$ cat src/rtl/cla_pkg.sv
package cla_pkg;

  localparam int SLICE_W = 4;

  typedef struct packed {
    logic gen;
    logic prop;
  } slice_gp_t;

  typedef enum logic {
    LINK_CHAINED   = 1'b0,
    LINK_LOOKAHEAD = 1'b1
  } link_mode_e;

endpackage

$ cat src/rtl/cla_slice4.sv
module cla_slice4
  import cla_pkg::*;
(
  input  logic [SLICE_W-1:0] a,
  input  logic [SLICE_W-1:0] b,
  input  logic               cin,
  output logic [SLICE_W-1:0] sum,
  output slice_gp_t          gp
);

  logic [SLICE_W-1:0] g;
  logic [SLICE_W-1:0] p;
  logic [SLICE_W-1:0] c;

  assign g = a & b;
  assign p = a ^ b;

  // every carry is a flat two-level AND-OR of g, p and cin
  assign c[0] = cin;
  assign c[1] = g[0] | (p[0] & cin);
  assign c[2] = g[1] | (p[1] & g[0]) | (p[1] & p[0] & cin);
  assign c[3] = g[2] | (p[2] & g[1]) | (p[2] & p[1] & g[0])
              | (p[2] & p[1] & p[0] & cin);

  assign sum = p ^ c;

  assign gp.gen  = g[3] | (p[3] & g[2]) | (p[3] & p[2] & g[1])
                 | (p[3] & p[2] & p[1] & g[0]);
  assign gp.prop = &p;

endmodule

$ cat src/rtl/cla_carry_unit.sv
module cla_carry_unit #(
  parameter int NSLICE = 2
) (
  input  logic [NSLICE-1:0] slice_g,
  input  logic [NSLICE-1:0] slice_p,
  input  logic              cin,
  output logic [NSLICE:0]   carry
);

  // carry[j] = OR over k<j of (g[k] AND p[k+1..j-1]) OR (p[0..j-1] AND cin)
  always_comb begin
    logic acc;
    logic term;
    carry = '0;
    for (int j = 0; j <= NSLICE; j++) begin
      acc = 1'b0;
      for (int k = 0; k < j; k++) begin
        term = slice_g[k];
        for (int m = k + 1; m < j; m++) begin
          term = term & slice_p[m];
        end
        acc = acc | term;
      end
      term = cin;
      for (int m = 0; m < j; m++) begin
        term = term & slice_p[m];
      end
      carry[j] = acc | term;
    end
  end

endmodule

$ cat src/rtl/cla_adder.sv
module cla_adder
  import cla_pkg::*;
#(
  parameter int         WIDTH = 8,
  parameter link_mode_e LINK  = LINK_LOOKAHEAD
) (
  input  logic             clk,
  input  logic             rst,
  input  logic [WIDTH-1:0] op_a,
  input  logic [WIDTH-1:0] op_b,
  input  logic             carry_in,
  output logic [WIDTH-1:0] sum_q,
  output logic             carry_out_q
);

  localparam int NSLICE = WIDTH / SLICE_W;

  slice_gp_t [NSLICE-1:0] gp;
  logic      [NSLICE:0]   slice_cin;
  logic      [NSLICE-1:0] gp_gen;
  logic      [NSLICE-1:0] gp_prop;
  logic      [WIDTH-1:0]  sum_w;

  for (genvar i = 0; i < NSLICE; i++) begin : g_slice
    cla_slice4 u_slice (
      .a   (op_a[i*SLICE_W +: SLICE_W]),
      .b   (op_b[i*SLICE_W +: SLICE_W]),
      .cin (slice_cin[i]),
      .sum (sum_w[i*SLICE_W +: SLICE_W]),
      .gp  (gp[i])
    );
    assign gp_gen[i]  = gp[i].gen;
    assign gp_prop[i] = gp[i].prop;
  end

  if (LINK == LINK_LOOKAHEAD) begin : g_link_la
    cla_carry_unit #(.NSLICE(NSLICE)) u_carry (
      .slice_g (gp_gen),
      .slice_p (gp_prop),
      .cin     (carry_in),
      .carry   (slice_cin)
    );
  end else begin : g_link_chain
    assign slice_cin[0] = carry_in;
    for (genvar i = 0; i < NSLICE; i++) begin : g_hop
      assign slice_cin[i+1] = gp_gen[i] | (gp_prop[i] & slice_cin[i]);
    end
  end

  always_ff @(posedge clk) begin
    if (rst) begin
      sum_q       <= '0;
      carry_out_q <= 1'b0;
    end else begin
      sum_q       <= sum_w;
      carry_out_q <= slice_cin[NSLICE];
    end
  end

endmodule

$ cat config.mk
export PLATFORM = sky130hd
export DESIGN_NAME = cla_adder
export DESIGN_NICKNAME = d
export VERILOG_FILES = /design/src/rtl/cla_pkg.sv /design/src/rtl/cla_slice4.sv /design/src/rtl/cla_carry_unit.sv /design/src/rtl/cla_adder.sv
export SDC_FILE = /design/constraint.sdc
export NUM_CORES = 1
export LEC_CHECK = 0
export ABC_AREA = 1
export CAP_MARGIN = 10
export CORE_MARGIN = 2
export CORE_UTILIZATION = 53
export CTS_CLUSTER_SIZE = 14
export DETAILED_ROUTE_END_ITERATION = 10
export DONT_BUFFER_PORTS = 1
export PLACE_DENSITY = 0.69
export SLEW_MARGIN = 20
export SYNTH_ARGS = -nofsm -noshare
export SYNTH_HDL_FRONTEND = slang
export SYNTH_HIERARCHICAL = 1
export SYNTH_SLANG_ARGS = --single-unit
$ cat constraint.sdc
create_clock -name clk -period 1.8 [get_ports clk]
set_input_delay 0.27 -clock clk [delete_from_list [all_inputs] [get_ports clk]]
set_output_delay 0.27 -clock clk [all_outputs]
set_load 0.01 [all_outputs]
==> results.json <==
{
  "via_per_inst": 4.79,
  "cts_htree_levels": 1,
  "io_pins": 28,
  "die_width_um": 40.2,
  "ys_seq_area_frac": 0.259,
  "synth_nets": 129,
  "cts_tree": "done",
  "avgSynthCellArea_um2": 7.09,
  "nets": 134,
  "worst_ep_required_time_ns": 2.00,
  "leakage_nw": 0.433,
  "clock.fmax_ghz": 0.637,
  "track_usage": 0.160,
  "ys_types": 15,
  "multi_input_area_um2": 410,
  "endpoint_kind": "flip-flop",
  "max-vdd-ir-drop_mv": 0.216,
  "synth_cells": 98,
  "worstHoldPathCells": 1,
  "gp_congestion": 0.771,
  "dpl-instance-area_um2": 722,
  "cp-start-kind": "primary input",
  "hold_path.class": "primary input to flip-flop",
  "start_util": 0.547,
  "max_cap_violations": 0,
  "hold_slack_ns": 0.0698,
  "io_buffer_count": 0,
  "postCtsSetupBuffers": 0,
  "ant_nets": 0,
  "stdcell_area_um2": 748,
  "first_pass_iters": 4,
  "place_hpwl_um": 946,
  "cts-root-buf": "clkbuf_4",
  "critPathKind": "primary input to flip-flop",
  "antenna_found_initial": 0,
  "die_y_um": 40.2,
  "overflow": 0,
  "p_comb_frac": 0.275,
  "die_area_mm2": 0.00162,
  "antennaDiodeCount": 0,
  "ys_ff_latch": 9,
  "layout-drive-gt1-share": 0.0588,
  "power_density_mw_per_mm2": 732,
  "grt_pass1_wl_mm": 1.75,
  "post-route-period-util": 0.872,
  "ys_top_cells_by_area": "dfxtp_1 (26%), ha_1 (18%), inv_1 (14%)",
  "arrival_ns": 1.77,
  "wl_per_cell_um": 9.34,
  "vias": 561,
  "hold_buffers": 0,
  "power_switching_w": 0.000170,
  "drcViolationCount": 0,
  "cellInternalPower_w": 0.000377,
  "drv_slew": 0,
  "rsz0062_at_grt": "no",
  "drt_iter0_drc": 3,
  "grt_pass1_vias": 457,
  "fillers": 131,
  "clk_pin_slew_ns": 0.06,
  "cts_resized": 0,
  "status": "completed",
  "area_growth_pct": 7.75,
  "maxSlewHeadroom": 0.828,
  "ys_warn_count": 6,
  "crit_fanout": 3,
  "syn_area_um2": 694,
  "clkPwrFrac": 0.278,
  "placementRows": 13,
  "pwr-share-seq": 0.447,
  "tightest_slew_ns": 0.256,
  "timing.final.crit_period_ns": 1.57,
  "setup_viol": 0,
  "p_total_w": 0.000548,
  "register_area_um2": 180,
  "design.core.area_mm2": 0.00127,
  "routed_wl_mm": 1.09,
  "p_sw_frac": 0.311,
  "grt_max_degree": 10,
  "hold_violations": 0,
  "clock-sinks": 9,
  "clockBufferDepth": 2,
  "synth_top_area_share": 0.259,
  "numCtsBuffers": 3,
  "synth_top_area_cell": "dfxtp_1"
}
cells in the mapped netlist, drive strengths merged:
master   n
nand3    8
buf      2
ha      10
inv     26
xnor2    2
nand4    2
a21o     1
nor2    13
nor3     2
dfxtp    9
fa       2
nand2   17
o21bai   2
xor2     2
state kept, by name (all words and copies together) (netlist names):
| signal | cells |
|---|---|
| carry_out_q | 1 |
| sum_q | 8 |
power by group through the flow:
| stage | sequential (W) | clock, W | combinational, W |
|---|---|---|---|
| 6_report | 0.000245 | 0.000152 | 0.000150 |
| 3_3_place_gp | 0.000250 | 0 | 0.000146 |
| 3_5_place_dp | 0.000250 | 0 | 0.000152 |
| 2_1_floorplan | 0.000248 | 0 | 0.000130 |
| 4_1_cts | 0.000246 | 0.000156 | 0.000153 |
| 5_1_grt | 0.000250 | 0.000159 | 0.000179 |
worst paths after layout:
check | start | end
worst max-delay path | op_a[2] | sum_q[4]
worst min-delay path | rst | sum_q[5]
layout make-up:
type                            count  share of cell area
Multi-Input combinational cell     61               0.548
Inverter                           26               0.130
Tap cell                           15              0.0251
Timing Repair Buffer                2              0.0201
Sequential cell                     9               0.241
Clock buffer                        4              0.0351
kinds of logic (layout without fill, tap and decap cells):
family          Yosys count  in the layout  synth area share
simple gates             42             42             0.252
xor+xnor                  4              4            0.0505
compound gates            3              3            0.0324
buf+inv                  28             32             0.168
flops                     9              9             0.259
fa+ha+maj                12             12             0.238
metal layers:
metal	vias up	routed length, um	share of wire	GRT usage
li1	300	-	-	-
met1	240	496	0.45	0.213
met2	17	489	0.45	0.258
met3	4	73	0.067	0
met4	0	33	0.030	0.100
met5	-	0	0	0
worst max-delay path, cell delays in order:
cell and delay [ns]:
ha_1 0.30, nand2_1 0.07, nand2_1 0.05, nor2_1 0.16, o21bai_1 0.10, a21o_1 0.18, inv_1 0.07, fa_1 0.40
inv_1 0.06, inv_1 0.03, nor2_1 0.06
metrics by stage:
| step | worst slack, ns | setup TNS (ns) | utilization | instances |
|---|---|---|---|---|
| after floorplan | 0.00667 | 0 | - | 98 |
| after global placement | -0.00835 | -0.0139 | 0.569 | 113 |
| after detailed placement | -0.0500 | -0.0859 | 0.569 | 113 |
| after CTS | 0.224 | 0 | 0.590 | 117 |
| after global routing | 0.0725 | 0 | 0.590 | 117 |
| final | 0.231 | 0 | 0.590 | 117 |
cells in the final DEF (no fill, tap or decap):
cell / instances
o21bai_1: 2
buf_4: 2
a21o_1: 1
ha_4: 1
inv_1: 26
clkbuf_4: 3
xor2_1: 2
dfxtp_1: 9
ha_1: 9
nand2_1: 17
clkbuf_1: 1
nand3_1: 8
nor3_1: 2
nor2_1: 13
nand4_1: 2
xnor2_1: 2
fa_1: 2
Note: power is estimated with default switching activity, not from simulation.
